===== src/rtl/xlat_pkg.sv =====
package xlat_pkg;

  typedef enum logic [1:0] {
    KIND_READ  = 2'd0,
    KIND_WRITE = 2'd1,
    KIND_FETCH = 2'd2,
    KIND_RSVD  = 2'd3
  } xlat_kind_e;

  typedef enum logic [2:0] {
    FLT_NONE     = 3'd0,
    FLT_ALIGN    = 3'd1,
    FLT_PFMISS   = 3'd2,
    FLT_WALK     = 3'd3,
    FLT_INTERNAL = 3'd4
  } xlat_fault_e;

  typedef enum logic [2:0] {
    ST_IDLE      = 3'd0,
    ST_LOOKUP    = 3'd1,
    ST_WALK_WAIT = 3'd2,
    ST_RELOOKUP  = 3'd3,
    ST_DONE      = 3'd4
  } xlat_state_e;

  // Remap type code meaning "normal memory" for region 0
  localparam logic [1:0] REMAP_NORMAL = 2'd2;

endpackage


===== src/rtl/xlat_precheck.sv =====
module xlat_precheck
  import xlat_pkg::*;
#(
  parameter int MASK_W = 4
) (
  input  logic [1:0]        kind,
  input  logic              unal_ok,
  input  logic              strict,
  input  logic              ic_en,
  input  logic              dc_en,
  input  logic [MASK_W-1:0] amask,
  input  logic [MASK_W-1:0] va_lo,
  output logic              align_flt,
  output logic              base_unc
);

  logic is_fetch;
  logic must_align;

  always_comb begin
    is_fetch   = (kind == KIND_FETCH);
    must_align = strict || !unal_ok;
    align_flt  = !is_fetch && must_align && (|(va_lo & amask));
    base_unc   = is_fetch ? !ic_en : !dc_en;
  end

endmodule


===== src/rtl/xlat_ident_attr.sv =====
module xlat_ident_attr
  import xlat_pkg::*;
#(
  parameter int VA_W = 32,
  parameter int PA_W = 32
) (
  input  logic [VA_W-1:0] va,
  input  logic            remap_en,
  input  logic [1:0]      type0,
  input  logic            norm_in0,
  input  logic            norm_out0,
  output logic [PA_W-1:0] ident_pa,
  output logic            ident_unc
);

  localparam int COMMON_W = (VA_W < PA_W) ? VA_W : PA_W;

  generate
    if (PA_W > VA_W) begin : g_widen
      assign ident_pa = {{(PA_W-VA_W){1'b0}}, va};
    end else begin : g_narrow
      assign ident_pa = va[COMMON_W-1:0];
    end
  endgenerate

  always_comb begin
    if (!remap_en) begin
      ident_unc = 1'b1;
    end else begin
      ident_unc = !norm_in0 || !norm_out0 || (type0 != REMAP_NORMAL);
    end
  end

endmodule


===== src/rtl/xlat_seq_fsm.sv =====
module xlat_seq_fsm
  import xlat_pkg::*;
#(
  parameter int VA_W  = 32,
  parameter int PA_W  = 32,
  parameter int CID_W = 8
) (
  input  logic             clk,
  input  logic             rst,
  input  logic             req_valid,
  input  logic [VA_W-1:0]  req_va,
  input  logic [CID_W-1:0] req_cid,
  input  logic             req_pf,
  input  logic             req_clrex,
  input  logic             mmu_en,
  input  logic             align_flt,
  input  logic             base_unc,
  input  logic             ident_unc,
  input  logic [PA_W-1:0]  ident_pa,
  output logic             req_ready,
  output logic             tlb_lkup_valid,
  output logic [VA_W-1:0]  tlb_lkup_va,
  output logic [CID_W-1:0] tlb_lkup_cid,
  input  logic             tlb_hit,
  input  logic [PA_W-1:0]  tlb_pa,
  input  logic             tlb_nc,
  output logic             walk_req,
  output logic [VA_W-1:0]  walk_va,
  output logic [CID_W-1:0] walk_cid,
  input  logic             walk_done,
  input  logic             walk_fault,
  output logic             rsp_valid,
  output logic [PA_W-1:0]  rsp_pa,
  output logic             rsp_uncache,
  output logic [2:0]       rsp_fault,
  output logic             rsp_perm
);

  xlat_state_e      state_q;
  logic [VA_W-1:0]  va_q;
  logic [CID_W-1:0] cid_q;
  logic             pf_q;
  logic             base_unc_q;
  logic             walk_req_q;
  logic             rsp_valid_q;
  logic [PA_W-1:0]  rsp_pa_q;
  logic             rsp_unc_q;
  xlat_fault_e      rsp_fault_q;
  logic             rsp_perm_q;

  always_ff @(posedge clk) begin
    if (rst) begin
      state_q     <= ST_IDLE;
      va_q        <= '0;
      cid_q       <= '0;
      pf_q        <= 1'b0;
      base_unc_q  <= 1'b0;
      walk_req_q  <= 1'b0;
      rsp_valid_q <= 1'b0;
      rsp_pa_q    <= '0;
      rsp_unc_q   <= 1'b0;
      rsp_fault_q <= FLT_NONE;
      rsp_perm_q  <= 1'b0;
    end else begin
      rsp_valid_q <= 1'b0;
      case (state_q)
        ST_IDLE: begin
          if (req_valid) begin
            va_q       <= req_va;
            cid_q      <= req_cid;
            pf_q       <= req_pf;
            base_unc_q <= base_unc;
            if (req_clrex) begin
              state_q     <= ST_DONE;
              rsp_valid_q <= 1'b1;
              rsp_pa_q    <= '0;
              rsp_unc_q   <= 1'b1;
              rsp_fault_q <= FLT_NONE;
              rsp_perm_q  <= 1'b0;
            end else if (align_flt) begin
              state_q     <= ST_DONE;
              rsp_valid_q <= 1'b1;
              rsp_pa_q    <= '0;
              rsp_unc_q   <= 1'b0;
              rsp_fault_q <= FLT_ALIGN;
              rsp_perm_q  <= 1'b0;
            end else if (!mmu_en) begin
              state_q     <= ST_DONE;
              rsp_valid_q <= 1'b1;
              rsp_pa_q    <= ident_pa;
              rsp_unc_q   <= base_unc || ident_unc;
              rsp_fault_q <= FLT_NONE;
              rsp_perm_q  <= 1'b0;
            end else begin
              state_q <= ST_LOOKUP;
            end
          end
        end
        ST_LOOKUP: begin
          if (tlb_hit) begin
            state_q     <= ST_DONE;
            rsp_valid_q <= 1'b1;
            rsp_pa_q    <= tlb_pa;
            rsp_unc_q   <= base_unc_q || tlb_nc;
            rsp_fault_q <= FLT_NONE;
            rsp_perm_q  <= 1'b1;
          end else if (pf_q) begin
            state_q     <= ST_DONE;
            rsp_valid_q <= 1'b1;
            rsp_pa_q    <= '0;
            rsp_unc_q   <= 1'b0;
            rsp_fault_q <= FLT_PFMISS;
            rsp_perm_q  <= 1'b0;
          end else begin
            state_q    <= ST_WALK_WAIT;
            walk_req_q <= 1'b1;
          end
        end
        ST_WALK_WAIT: begin
          if (walk_done) begin
            walk_req_q <= 1'b0;
            if (walk_fault) begin
              state_q     <= ST_DONE;
              rsp_valid_q <= 1'b1;
              rsp_pa_q    <= '0;
              rsp_unc_q   <= 1'b0;
              rsp_fault_q <= FLT_WALK;
              rsp_perm_q  <= 1'b0;
            end else begin
              state_q <= ST_RELOOKUP;
            end
          end
        end
        ST_RELOOKUP: begin
          state_q     <= ST_DONE;
          rsp_valid_q <= 1'b1;
          if (tlb_hit) begin
            rsp_pa_q    <= tlb_pa;
            rsp_unc_q   <= base_unc_q || tlb_nc;
            rsp_fault_q <= FLT_NONE;
            rsp_perm_q  <= 1'b1;
          end else begin
            rsp_pa_q    <= '0;
            rsp_unc_q   <= 1'b0;
            rsp_fault_q <= FLT_INTERNAL;
            rsp_perm_q  <= 1'b0;
          end
        end
        ST_DONE: begin
          state_q <= ST_IDLE;
        end
        default: begin
          state_q <= ST_IDLE;
        end
      endcase
    end
  end

  assign req_ready      = (state_q == ST_IDLE);
  assign tlb_lkup_valid = (state_q == ST_LOOKUP) || (state_q == ST_RELOOKUP);
  assign tlb_lkup_va    = va_q;
  assign tlb_lkup_cid   = cid_q;
  assign walk_req       = walk_req_q;
  assign walk_va        = va_q;
  assign walk_cid       = cid_q;
  assign rsp_valid      = rsp_valid_q;
  assign rsp_pa         = rsp_pa_q;
  assign rsp_uncache    = rsp_unc_q;
  assign rsp_fault      = rsp_fault_q;
  assign rsp_perm       = rsp_perm_q;

endmodule


===== src/rtl/xlat_req_seq.sv =====
module xlat_req_seq
  import xlat_pkg::*;
#(
  parameter int VA_W   = 32,
  parameter int PA_W   = 32,
  parameter int CID_W  = 8,
  parameter int MASK_W = 4
) (
  input  logic              clk,
  input  logic              rst,
  input  logic              req_valid,
  output logic              req_ready,
  input  logic [VA_W-1:0]   req_va,
  input  logic [1:0]        req_kind,
  input  logic              req_pf,
  input  logic              req_clrex,
  input  logic              req_unal_ok,
  input  logic [MASK_W-1:0] req_amask,
  input  logic [CID_W-1:0]  req_cid,
  input  logic              ctl_mmu_en,
  input  logic              ctl_strict_align,
  input  logic              ctl_icache_en,
  input  logic              ctl_dcache_en,
  input  logic              ctl_remap_en,
  input  logic [1:0]        remap_type0,
  input  logic              remap_norm_in0,
  input  logic              remap_norm_out0,
  output logic              tlb_lkup_valid,
  output logic [VA_W-1:0]   tlb_lkup_va,
  output logic [CID_W-1:0]  tlb_lkup_cid,
  input  logic              tlb_hit,
  input  logic [PA_W-1:0]   tlb_pa,
  input  logic              tlb_nc,
  output logic              walk_req,
  output logic [VA_W-1:0]   walk_va,
  output logic [CID_W-1:0]  walk_cid,
  input  logic              walk_done,
  input  logic              walk_fault,
  output logic              rsp_valid,
  output logic [PA_W-1:0]   rsp_pa,
  output logic              rsp_uncache,
  output logic [2:0]        rsp_fault,
  output logic              rsp_perm
);

  logic            align_flt;
  logic            base_unc;
  logic            ident_unc;
  logic [PA_W-1:0] ident_pa;

  xlat_precheck #(.MASK_W(MASK_W)) u_pre (
    .kind      (req_kind),
    .unal_ok   (req_unal_ok),
    .strict    (ctl_strict_align),
    .ic_en     (ctl_icache_en),
    .dc_en     (ctl_dcache_en),
    .amask     (req_amask),
    .va_lo     (req_va[MASK_W-1:0]),
    .align_flt (align_flt),
    .base_unc  (base_unc)
  );

  xlat_ident_attr #(.VA_W(VA_W), .PA_W(PA_W)) u_ident (
    .va        (req_va),
    .remap_en  (ctl_remap_en),
    .type0     (remap_type0),
    .norm_in0  (remap_norm_in0),
    .norm_out0 (remap_norm_out0),
    .ident_pa  (ident_pa),
    .ident_unc (ident_unc)
  );

  xlat_seq_fsm #(.VA_W(VA_W), .PA_W(PA_W), .CID_W(CID_W)) u_fsm (
    .clk            (clk),
    .rst            (rst),
    .req_valid      (req_valid),
    .req_va         (req_va),
    .req_cid        (req_cid),
    .req_pf         (req_pf),
    .req_clrex      (req_clrex),
    .mmu_en         (ctl_mmu_en),
    .align_flt      (align_flt),
    .base_unc       (base_unc),
    .ident_unc      (ident_unc),
    .ident_pa       (ident_pa),
    .req_ready      (req_ready),
    .tlb_lkup_valid (tlb_lkup_valid),
    .tlb_lkup_va    (tlb_lkup_va),
    .tlb_lkup_cid   (tlb_lkup_cid),
    .tlb_hit        (tlb_hit),
    .tlb_pa         (tlb_pa),
    .tlb_nc         (tlb_nc),
    .walk_req       (walk_req),
    .walk_va        (walk_va),
    .walk_cid       (walk_cid),
    .walk_done      (walk_done),
    .walk_fault     (walk_fault),
    .rsp_valid      (rsp_valid),
    .rsp_pa         (rsp_pa),
    .rsp_uncache    (rsp_uncache),
    .rsp_fault      (rsp_fault),
    .rsp_perm       (rsp_perm)
  );

endmodule


===== config.mk =====
export PLATFORM = sky130hd
export DESIGN_NAME = xlat_req_seq
export DESIGN_NICKNAME = d
export VERILOG_FILES = /design/src/rtl/xlat_pkg.sv /design/src/rtl/xlat_precheck.sv /design/src/rtl/xlat_ident_attr.sv /design/src/rtl/xlat_seq_fsm.sv /design/src/rtl/xlat_req_seq.sv
export SDC_FILE = /design/constraint.sdc
export NUM_CORES = 1
export LEC_CHECK = 0
export ABC_AREA = 1
export BUFFER_PORTS_ARGS = -buffer_cell sky130_fd_sc_hd__buf_2
export CORE_ASPECT_RATIO = 0.9
export CORE_MARGIN = 4
export CORE_UTILIZATION = 45
export CTS_CLUSTER_SIZE = 25
export DETAILED_ROUTE_END_ITERATION = 8
export PLACE_DENSITY_LB_ADDON = 0.25
export SKIP_LAST_GASP = 1
export SYNTH_ARGS = -nofsm -noshare
export SYNTH_HDL_FRONTEND = slang
export SYNTH_SLANG_ARGS = --single-unit
export TNS_END_PERCENT = 20

===== constraint.sdc =====
create_clock -name clk -period 1.55 [get_ports clk]
set_input_delay 0.0775 -clock clk [delete_from_list [all_inputs] [get_ports clk]]
set_output_delay 0.0775 -clock clk [all_outputs]
set_load 0.05 [all_outputs]

Word level (Yosys, flattened, before mapping)
Cells that the tools add are included.
Widths: inputs -> output; s select.
{"block": "word_totals", "reg_bits": 84, "input_bits": 97, "output_inout_bits": 121, "wordCells": 107}
{"block": "op_classes", "eq_ne": 12, "muxes": 61, "n_bitwise": 1, "n_reduce_logical": 22}
{"operator": "$mux 32", "count": 9}
{"operator": "$pmux 32 s4", "count": 1}
{"operator": "$mux 3", "count": 17}
{"operator": "$mux 1", "count": 28}
{"operator": "$pmux 3 s4", "count": 2}
{"operator": "$ne 2x2->1 const B", "count": 6}
{"operator": "$pmux 1 s4", "count": 3}
{"operator": "$eq 3x2->1 const B", "count": 2}
{"operator": "$logic_not 1->1", "count": 6}
{"operator": "$logic_or 1x1->1", "count": 6}
{"operator": "$reduce_and 6->1", "count": 1}
{"operator": "$and 4x4->4", "count": 1}
{"operator": "$ne 4x3->1 const B", "count": 1}
{"operator": "$reduce_and 2->1", "count": 2}
{"operator": "$reduce_and 4->1", "count": 1}
{"operator": "$reduce_bool 4->1", "count": 1}
{"operator": "$reduce_or 4->1", "count": 1}
{"operator": "$eq 3x1->1 const B", "count": 1}
{"operator": "$logic_not 3->1", "count": 1}
{"operator": "$ne 3x2->1 const B", "count": 1}
{"operator": "$eq 2x2->1 const B", "count": 1}
{"operator": "$logic_and 1x1->1", "count": 2}
{"operator": "$pmux 1 s2", "count": 1}
{"operator": "$reduce_bool 2->1", "count": 1}

Logic depth before layout (Yosys ltp)
Gate-level depths: netlist (run 1).
{"block": "depth", "depth_word": 10, "depth_mapped": 11, "ltp_nobuf": 10}

Hierarchy
A second synthesis (run 1) with hierarchy kept.
{"block": "unflattened", "cells_unflattened": 686, "area_unflattened_um2": 4563.1}
{"mod": "xlat_seq_fsm", "n_inst": 1, "cells_per_inst": 634, "area_per_inst_um2": 4242.8, "seq_area_each_um2": 1681.6}
{"mod": "xlat_ident_attr", "n_inst": 1, "cells_per_inst": 37, "area_per_inst_um2": 259.0, "seq_area_each_um2": 0.0}
{"mod": "xlat_precheck", "n_inst": 1, "cells_per_inst": 15, "area_per_inst_um2": 61.3, "seq_area_each_um2": 0.0}

Least setup slack after synthesis (run 1)
No wires, ideal clock.
{"block": "synth_path", "path_kind": "register to register", "start": "reg u_fsm.state_q[2]", "end": "reg u_fsm.rsp_pa_q[25] (netlist: u_fsm.rsp_pa[25])", "setup_time_ns": 0.113, "arrival_ns": 1.400, "required_time_ns": 1.437, "path_slack_ns": 0.037, "path_stages_with_launch": 10, "path_buffers": 1, "period_less_slack_ns": 1.513, "cell_sequence": "dfxtp_1 nor2_2 nand2_1 inv_2 nand3_2 nand2_2 buf_2 nand2_1 nand2_1 nor2_1"}
{"block": "synth_via", "elab_chain_len": 3, "elab_cells_between_ends": 12, "classes_between": "eq/ne (8); mux (1); reduce/logical (3)"}
{"element": "from (decl)", "line": "xlat_seq_fsm.sv:39", "rtl": "xlat_state_e state_q;"}
{"element": "from (signal assigned)", "line": "xlat_seq_fsm.sv:53", "rtl": "state_q <= ST_IDLE;"}
{"element": "from (signal assigned)", "line": "xlat_seq_fsm.sv:74", "rtl": "state_q <= ST_DONE;"}
{"element": "from (signal assigned)", "line": "xlat_seq_fsm.sv:81", "rtl": "state_q <= ST_DONE;"}
{"element": "$logic_not 3->1 (*)"}
{"element": "via req_ready", "line": "xlat_req_seq.sv:12", "rtl": "output logic req_ready,"}
{"element": "$ne 4x3->1 (no line) (tied with other cells)"}
{"element": "$reduce_and 6->1 (no line)"}
{"element": "to (signal assigned)", "line": "xlat_seq_fsm.sv:90", "rtl": "rsp_pa_q <= ident_pa;"}
{"element": "to (signal assigned)", "line": "xlat_seq_fsm.sv:103", "rtl": "rsp_pa_q <= tlb_pa;"}
{"element": "to (signal assigned)", "line": "xlat_seq_fsm.sv:138", "rtl": "rsp_pa_q <= tlb_pa;"}
{"element": "to (decl)", "line": "xlat_seq_fsm.sv:46", "rtl": "logic [PA_W-1:0] rsp_pa_q;"}
The timed path passes the listed nets; every way through them passes the cells marked *.
A chain may end at the register's enable or synchronous reset.

Worst setup path after layout (run 1)
{"block": "layout_path", "start": "reg u_fsm.state_q[1]", "end": "reg u_fsm.rsp_pa_q[16] (netlist: u_fsm.rsp_pa[16])"}
{"block": "layout_via", "elab_chain_len": 3, "elab_cells_between_ends": 12, "classes_between": "eq/ne (8); mux (1); reduce/logical (3)"}
{"element": "$eq 3x1->1 (tied with other cells)", "line": "xlat_seq_fsm.sv:66", "rtl": "case (state_q)"}
{"element": "$ne 3x2->1 (no line) (tied with other cells)"}
{"element": "$reduce_and 6->1 (no line)"}
Parallel ways exist; a longest one is shown, timed or not.

==> reports/metrics.sh, run 1 <==
OUTCOME='complete, no violations'
TRITONCTS='done'
CORE_REGION_AREA_MM2=0.008688
DETAIL_ROUTE.DRC_VIOLATIONS=0
P_LEAK_nW=3.197
ROUTE.DETAILED.WL_PER_INST_UM=13.58
YOSYSWARNINGS=0
POST-DP-HPWL_MM=9.370
SYNTH.AVG_CELL_AREA_UM2=6.476
ANTENNADIODECOUNT=0
TOTAL_GRT_OVERFLOW=0
POWER_FRAC_CLOCK_PCT=22.9
OVERALL_DIE_HEIGHT_UM=97.98
MAX-SLEW-MARGIN-REL_PCT=81.51
SYN-INSTANCE-COUNT=625
GPL_CONGESTION=0.9282
PATH_CLK_SLEW_PS=90
NUM_VIAS=4528
POST_ROUTE_CELLS_DRIVE_ABOVE_1_SHARE_PCT=32.18
R2R_CELLS=8
WORST_PATH_DOMINANT_CELL_FAMILY='simple AND/OR/NAND/NOR gates'
REGTOREGSTARTPOINT='u_fsm.state_q[1]$_SDFFE_PP0P_'
FINAL_CORE_UTIL_PCT=65.09
SYNTH.YOSYS.SEQ_AREA_SHARE_PCT=41.55
CP_DATA_REQUIRED_TIME_PS=1790
POSTSYNTHREGISTERBITS=84
MIN_TO='u_fsm.tlb_lkup_va[2]$_SDFFE_PP0P_'
SETUP_REPAIR_AFTER_GLOBAL_ROUTING_MISSED_ITS_MARGIN='true'
FINAL.PERIOD_UTILIZATION_PCT=95.72
POWER_FRAC_COMB_PCT=39.6
HOLD_VIOL_FINAL=0
REPORT.FINAL.SLEW_VIOL_COUNT=0
HOLD_START='req_va[2]'
POWER.SEQUENTIAL.FRACTION_PCT=37.4
DIE_WIDTH_UM=108.0
SYNTH.CELL_AREA_MM2=0.004048
BOUNDARYPINS=218
CRITICAL_PATH_CLASS='flip-flop to flip-flop'
WORST_PATH_MAX_DELAY_CELL='sky130_fd_sc_hd__dfxtp_2'
NETS=931
NUM_ROWS=32
WORST_SETUP_SLACK_POST_DPL_PS=52.10
DETAIL_ROUTE.VIAS_PER_CELL=4.727
SWITCHING_POWER_SHARE_OF_THE_TOTAL_PCT=43.10
SYNTH_TOP_AREA_SHARE_PCT=41.55
SYNTHDISTINCTLIBCELLS=21
ENDPOINT_KIND='flip-flop'
TIMING.HOLD.WORST_PATH_DEPTH=3
CTS-ROOT-BUF='sky130_fd_sc_hd__clkbuf_8'
START_KIND='flip-flop'
GRT_FIRST_PASS_WIRELENGTH_MM=20.00
INITIAL_CORE_UTIL_PCT=46.59
SYNTHESIS.NETS=722
DETAILED_PLACE.AREA_MM2=0.005035
GRT_START_MAX_NET_PINS=56
POWER-PER-CELL-AREA_mW_PER_MM2=1208
INITIAL_DRT_PASS_ITERATIONS=7
FINALSETUPVIOLCOUNT=0
MAX_STAGE_DELAY_PS=410
TOTAL_SWITCHING_POWER_mW=2.943
FINAL.SETUP.WORST_SLACK_PS=66.34
CRIT_FANOUT=23
RR_ENDPOINT='u_fsm.rsp_pa[16]$_SDFFE_PP0P_'
MAX_CAP_VIOL_COUNT=0
MIN_PATH_TYPE='input pin to flip-flop'
NUM-FILL-CELLS=813
FIN_AREA_MM2=0.005655
MAX_CLOCK_FREQ_MHz=674.0
HTREEDEPTH=3
CTS_BUFFERS=9
ROUTE.ANTENNA.REMAINING_NETS=0
FIN_SKEW_PS=6.587
POWER.IR.VDD_WORST_uV=652.2
TOP_CELLS_BY_AREA_IN_THE_SYNTHESIZED_NETLIST='sky130_fd_sc_hd__dfxtp_1, sky130_fd_sc_hd__nor2_1, sky130_fd_sc_hd__nand2_1'
REG2REG_SETUP_SLACK_PS=70
WORST_EP_ARRIVAL_TIME_PS=1720
DIE_AR_MM2=0.01058
GRT_USAGE_PCT=23.35
CLOCKBUFFERDEPTH=2
CP_CELL_INSTANCES='inv_2 -> nand3_1 -> nand3_1 -> nor2_4 -> nand2_4 -> clkbuf_16 -> nor2_1 -> nor2_1'
YOSYS.AREA.TOP_TYPE='sky130_fd_sc_hd__dfxtp_1'
AREA.GROWTH.SYNTH_TO_FINAL_PCT=39.72
IO_BUFFER_COUNT=217
DRT-INITIAL-DRC-COUNT=340
FIRST_GLOBAL_VIAS=4195
CTS_NUM_SINKS=84
P_INT_mW=3.886
MAX_SLEW.WORST_PIN.SLEW_PS=279.3
PATH_BUF_INV=2
LAYOUT_MIN_CYCLE_TIME_PS=1484
INSERTION_DELAY_PS=340
WIRELENGTH_MM=13.01
INITIAL_ANTENNA_VIOLATION_COUNT=0
## power groups by stage
stage          clock network [mW]  registers [mW]  logic (mW)
6_report                     1.57            2.56        2.71
5_1_grt                      1.71            2.59        2.89
2_1_floorplan                   0            3.38        1.22
3_5_place_dp                    0            2.60        2.59
3_3_place_gp                    0            2.59        2.56
4_1_cts                      1.60            2.55        2.66
## cells in the final DEF (no fill, tap or decap)
cell type                       synthesis  final
sky130_fd_sc_hd__dfxtp_2                0      3
sky130_fd_sc_hd__nand2_1              154    154
sky130_fd_sc_hd__o21ai_0               39     39
sky130_fd_sc_hd__clkinvlp_4             0      1
sky130_fd_sc_hd__a21boi_0               1      1
sky130_fd_sc_hd__nand3b_1               1      1
sky130_fd_sc_hd__bufinv_16              0      1
sky130_fd_sc_hd__buf_12                 0      6
sky130_fd_sc_hd__o21ai_1                6      6
sky130_fd_sc_hd__nor2_4                 1      2
sky130_fd_sc_hd__clkinv_2               0      2
sky130_fd_sc_hd__inv_1                 47     47
sky130_fd_sc_hd__nand3_1               41     40
sky130_fd_sc_hd__inv_2                  4      5
sky130_fd_sc_hd__nor2_2                 3      4
sky130_fd_sc_hd__nor2_1               158    156
sky130_fd_sc_hd__clkbuf_8               0      9
sky130_fd_sc_hd__dlygate4sd3_1          0     36
sky130_fd_sc_hd__nand2_2                3      1
sky130_fd_sc_hd__nand3_2                1      2
sky130_fd_sc_hd__inv_6                  0      3
sky130_fd_sc_hd__nand2_4                0      2
sky130_fd_sc_hd__clkbuf_16              0      1
sky130_fd_sc_hd__nand4_1                1      1
sky130_fd_sc_hd__buf_2                 11    217
sky130_fd_sc_hd__dfxtp_1               84     81
sky130_fd_sc_hd__buf_6                  0      1
sky130_fd_sc_hd__buf_4                 41      9
sky130_fd_sc_hd__a21oi_1                7      7
sky130_fd_sc_hd__o21ai_4                1      1
## through the flow
stage	cells	power [mW]	hold slack [ps]	setup TNS, ps
after global placement	904	5.146	298.5	0
final	958	6.829	13.74	0
after detailed placement	904	5.183	303.7	0
after floorplan	625	4.606	146.6	0
after CTS	955	6.815	1.780	0
after global routing	958	7.188	5.314	-38.85
## cells in the mapped netlist (all sizes together)
cell    instances
dfxtp          84
nand3          42
nand3b          1
a21boi          1
clkbuf         20
a21oi           7
clkinv          1
o21ai          46
inv            51
nand2         157
nand4           1
buf            52
nor2          162
## sequential cells by signal, summed over array words and instances (netlist names)
signal	count
u_fsm.rsp_fault	3
u_fsm.rsp_uncache	1
u_fsm.tlb_lkup_cid	8
u_fsm.tlb_lkup_va	32
u_fsm.rsp_valid	1
u_fsm.pf_q	1
u_fsm.rsp_perm	1
u_fsm.state_q	3
u_fsm.rsp_pa	32
u_fsm.walk_req	1
u_fsm.base_unc_q	1
## worst max-delay path by stage
stage                                  startpoint                       endpoint  slack, ps  depth (start not counted)
floorplan           u_fsm.state_q[2]$_SDFFE_PP0P_  u_fsm.rsp_pa[25]$_SDFFE_PP0P_         40                          9
global placement    u_fsm.state_q[2]$_SDFFE_PP0P_  u_fsm.rsp_pa[25]$_SDFFE_PP0P_        110                          9
detailed placement  u_fsm.state_q[2]$_SDFFE_PP0P_  u_fsm.rsp_pa[25]$_SDFFE_PP0P_         50                          9
CTS                 u_fsm.state_q[2]$_SDFFE_PP0P_  u_fsm.rsp_pa[21]$_SDFFE_PP0P_         30                          9
global route        u_fsm.state_q[2]$_SDFFE_PP0P_   u_fsm.rsp_pa[3]$_SDFFE_PP0P_        -20                         11
finish              u_fsm.state_q[1]$_SDFFE_PP0P_  u_fsm.rsp_pa[16]$_SDFFE_PP0P_         70                          8
## per-layer routing
layer,GRT usage (%),up-vias,part of all wire [%]
li1,-,2283,-
met1,28.96,2018,41
met2,40.82,209,49
met3,4.560,18,8.4
met4,6.990,0,1.3
met5,0,-,0
## kinds of logic after synthesis
kind of cell,count (synthesis),share of synthesized area (%)
flops,84,41.55
simple gates,363,35.80
buf+inv,124,15.64
compound gates,54,7.017
## what timing repair did
item | in CTS | in global routing
gates resized for setup | 0 | 9
hold endpoints to repair | 39 | 1
endpoints found under the setup margin | 0 | 35
buffers inserted | 0 | 1
hold buffers | 35 | 1
## final cells by class
class	count	area [µm²]	share of cell area, %
Multi-Input combinational cell	417	1758	31.08
Sequential cell	84	1685	29.80
Timing Repair Buffer	270	1670	29.54
Inverter	52	195.2	3.451
Tap cell	119	148.9	2.633
Clock buffer	9	123.9	2.190
Clock inverter	7	73.82	1.305
## worst register-to-register path, delay by kind of cell, from the launching register on
kind	cells	cell delay (ps)
simple gates	6	740
buf+inv	2	250
flops	1	410
No activity file was read; power rests on OpenSTA's default activity.
==> inputs of run 2 (changes only) <==
==> constraint.sdc (replaced) <==
create_clock -name clk -period 1.55 [get_ports clk]
set_input_delay 0.31 -clock clk [delete_from_list [all_inputs] [get_ports clk]]
set_output_delay 0.31 -clock clk [all_outputs]
set_load 0.05 [all_outputs]
==> run 2 against run 1 <==
Against the previous run: first-iteration DRC count is 31% lower; utilization is 3.7 points lower; clock skew is 4.6 ps higher; worst setup slack better by 1.1 ps; critical path depth is 4 lower; die area stayed put; clock power is 9% lower; count of clock-buffer cells in the layout is 2 higher; sequential share of layout area is 1.8 points higher; sequential power hardly changed; critical path type is now flip-flop to primary output; largest cell class unchanged; highest routed layer unchanged.
==> reports/metrics.sh, run 2 (synthesis gave the netlist of run 1 again) <==
OUTCOME='complete, no violations'
MULTIINPUTGATEAREA_MM2=0.001758  # unchanged
NETS=900  # -3.3%
DETAIL_ROUTE.DRC_VIOLATIONS=0  # unchanged
CRITICAL_PATH_CLASS='flip-flop to primary output'
CP_CELL_INSTANCES='nor2_4 -> nand2_1 -> inv_2 -> buf_6'
REGTOREGSTARTPOINT='u_fsm.state_q[1]$_SDFFE_PP0P_'
P_LEAK_nW=3.065  # -4.1%
R2R_CELLS=8  # unchanged
AREA.GROWTH.SYNTH_TO_FINAL_PCT=31.87
DRT-INITIAL-DRC-COUNT=233  # -31%
START_KIND='flip-flop'
MAX_SLEW.WORST_PIN.SLEW_PS=341.0  # +61.76 ps
IO_BUFFER_COUNT=217  # unchanged
REPORT.POWER.TOTAL_mW=6.661  # -2.5%
GRT_FIRST_PASS_WIRELENGTH_MM=19.52  # -2.4%
POST_ROUTE_CELLS_DRIVE_ABOVE_1_SHARE_PCT=34.03  # +1.9 points
CORE_REGION_AREA_MM2=0.008688  # unchanged
GPL_CONGESTION=0.9599  # +3.4%
POST-DP-HPWL_MM=9.581  # +2.2%
MAX_CLOCK_FREQ_MHz=674.5  # about the same
FIRST_GLOBAL_VIAS=4084  # -2.6%
BOUNDARYPINS=218  # unchanged
POWER-PER-CELL-AREA_mW_PER_MM2=1248  # +3.3%
TOTAL_GRT_OVERFLOW=0  # unchanged
ANTENNADIODECOUNT=0  # unchanged
HTREEDEPTH=3  # unchanged
MIN_TO='u_fsm.tlb_lkup_cid[6]$_SDFFE_PP0P_'
NUMPLACEDINSTANCES=908  # +0.44%
CP_DATA_REQUIRED_TIME_PS=1240  # -550 ps
FINAL.PERIOD_UTILIZATION_PCT=95.65  # about the same
FINAL_CORE_UTIL_PCT=61.43  # -3.7 points
REPORT.FINAL.SLEW_VIOL_COUNT=0  # unchanged
SWITCHING_POWER_SHARE_OF_THE_TOTAL_PCT=43.85  # +0.75 points
POWER.IR.VDD_WORST_uV=603.5  # -7.5%
ROUTE.DETAILED.WL_PER_INST_UM=13.57  # about the same
MIN_PATH_TYPE='input pin to flip-flop'
P_INT_mW=3.740  # -3.8%
OVERALL_DIE_HEIGHT_UM=97.98  # unchanged
DIE_AR_MM2=0.01058  # unchanged
RR_ENDPOINT='u_fsm.rsp_pa[4]$_SDFFE_PP0P_'
WIRELENGTH_MM=12.58  # -3.3%
POST_LAYOUT_NONFILLER_INSTANCES=927  # -3.2%
CLOCKBUFFERDEPTH=2  # unchanged
PATH_CLK_SLEW_PS=90  # about the same
FINAL.SETUP.WORST_SLACK_PS=67.48  # +1.146 ps
TOTAL_SWITCHING_POWER_mW=2.920  # -0.77%
SETUP_REPAIR_AFTER_GLOBAL_ROUTING_MISSED_ITS_MARGIN='true'
FIN_HOLD_WS_PS=188.5  # +174.7 ps
INSERTION_DELAY_PS=340  # about the same
INITIAL_DRT_PASS_ITERATIONS=4  # -3
POWER_FRAC_CLOCK_PCT=21.4  # -1.5 points
MAX_CAP_VIOL_COUNT=0  # unchanged
MAX-SLEW-MARGIN-REL_PCT=77.26  # -4.2 points
DETAILED_PLACE.AREA_MM2=0.005052  # +0.35%
WORST_SETUP_SLACK_POST_DPL_PS=3.525  # -48.58 ps
POWER.SEQUENTIAL.FRACTION_PCT=38.3  # +0.9 points
MAX_STAGE_DELAY_PS=350  # -60 ps
WORST_PATH_MAX_DELAY_CELL='sky130_fd_sc_hd__dfxtp_2'
REG2REG_SETUP_SLACK_PS=80  # about the same
GRT_START_MAX_NET_PINS=43  # -23%
CTS-ROOT-BUF='sky130_fd_sc_hd__clkbuf_8'
WORST_EP_ARRIVAL_TIME_PS=1170  # -550 ps
FIN_AREA_MM2=0.005338  # -5.6%
NUM_ROWS=32  # unchanged
CTS.REPAIR_TIMING.SETUP_BUFFER_COUNT=0  # unchanged
SETUP-TNS-FINAL_PS=0  # unchanged
POWER_FRAC_COMB_PCT=40.3  # +0.7 points
INITIAL_ANTENNA_VIOLATION_COUNT=0  # unchanged
ENDPOINT_KIND='primary output'
HOLD_VIOL_FINAL=0  # unchanged
LAYOUT_MIN_CYCLE_TIME_PS=1483  # -1.146 ps
LAYOUT_COMMON_CELLS='sky130_fd_sc_hd__buf_2, sky130_fd_sc_hd__nand2_1, sky130_fd_sc_hd__nor2_1'
FINAL_COMMON_CELL='sky130_fd_sc_hd__buf_2'
TIMING.HOLD.WORST_PATH_DEPTH=3  # unchanged
LAYOUT.AREA.SEQ_MM2=0.001685  # unchanged
CTS_BUFFERS=9  # unchanged
CRIT_FANOUT=5  # -78%
GRT_USAGE_PCT=22.89  # -0.46 points
DETAIL_ROUTE.VIAS_PER_CELL=4.647  # -1.7%
CTS_NUM_SINKS=84  # unchanged
FINALSETUPVIOLCOUNT=0  # unchanged
INITIAL_CORE_UTIL_PCT=46.59  # unchanged
FIN_SKEW_PS=11.17  # +4.585 ps
NUM_VIAS=4308  # -4.9%
HOLD_START='req_cid[6]'
TRITONCTS='done'
DIE_WIDTH_UM=108.0  # unchanged
NUM-FILL-CELLS=860  # +5.8%
ROUTE.ANTENNA.REMAINING_NETS=0  # unchanged
## run 2: final cells by class
cell class | count | share of cell area (%)
flip-flops and latches | 84 | 31.58
repair buffers | 239 | 25.72
well taps | 119 | 2.790
clock buffers | 11 | 2.649
multi-input cells | 417 | 32.93
inverters | 52 | 3.657
clock inverters | 5 | 0.6798
## run 2: worst max path at each step
stage	end	startpoint	slack (ps)	depth (start not counted)
finish	req_ready	u_fsm.state_q[2]$_SDFFE_PP0P_	70	4
global route	u_fsm.rsp_pa[18]$_SDFFE_PP0P_	u_fsm.state_q[2]$_SDFFE_PP0P_	-30	11
CTS	u_fsm.rsp_pa[5]$_SDFFE_PP0P_	u_fsm.state_q[2]$_SDFFE_PP0P_	20	11
detailed placement	u_fsm.rsp_pa[5]$_SDFFE_PP0P_	req_va[1]	4	10
global placement	u_fsm.tlb_lkup_va[18]$_SDFFE_PP0P_	u_fsm.state_q[2]$_SDFFE_PP0P_	80	7
floorplan	u_fsm.rsp_pa[25]$_SDFFE_PP0P_	u_fsm.state_q[2]$_SDFFE_PP0P_	40	9
## run 2: critical path, delay by kind of cell, from the launching register on
kind	cells	cell delay, ps
flops	1	350
simple gates	2	250
buf+inv	2	250
## run 2: what timing repair did
item,CTS,global route
pin swaps,0,2
resized for setup,3,8
gates cloned,0,3
hold buffers,0,0
endpoints found under the setup margin,1,57
## run 2: metal layers
| layer | vias to the layer above | wire length (µm) | part of all wire, % | track usage [%] |
|---|---|---|---|---|
| li1 | 2219 | - | - | - |
| met1 | 1887 | 5452 | 43 | 29.32 |
| met2 | 190 | 5917 | 47 | 38.53 |
| met3 | 12 | 1016 | 8.1 | 5.420 |
| met4 | 0 | 194 | 1.5 | 6.311 |
| met5 | - | 0 | 0 | 0 |
## run 2: power groups by stage
stage	clock network (mW)	logic [mW]	registers [mW]
6_report	1.43	2.68	2.55
3_5_place_dp	0	2.60	2.59
4_1_cts	1.46	2.61	2.55
2_1_floorplan	0	1.22	3.38
3_3_place_gp	0	2.57	2.58
5_1_grt	1.57	2.88	2.58
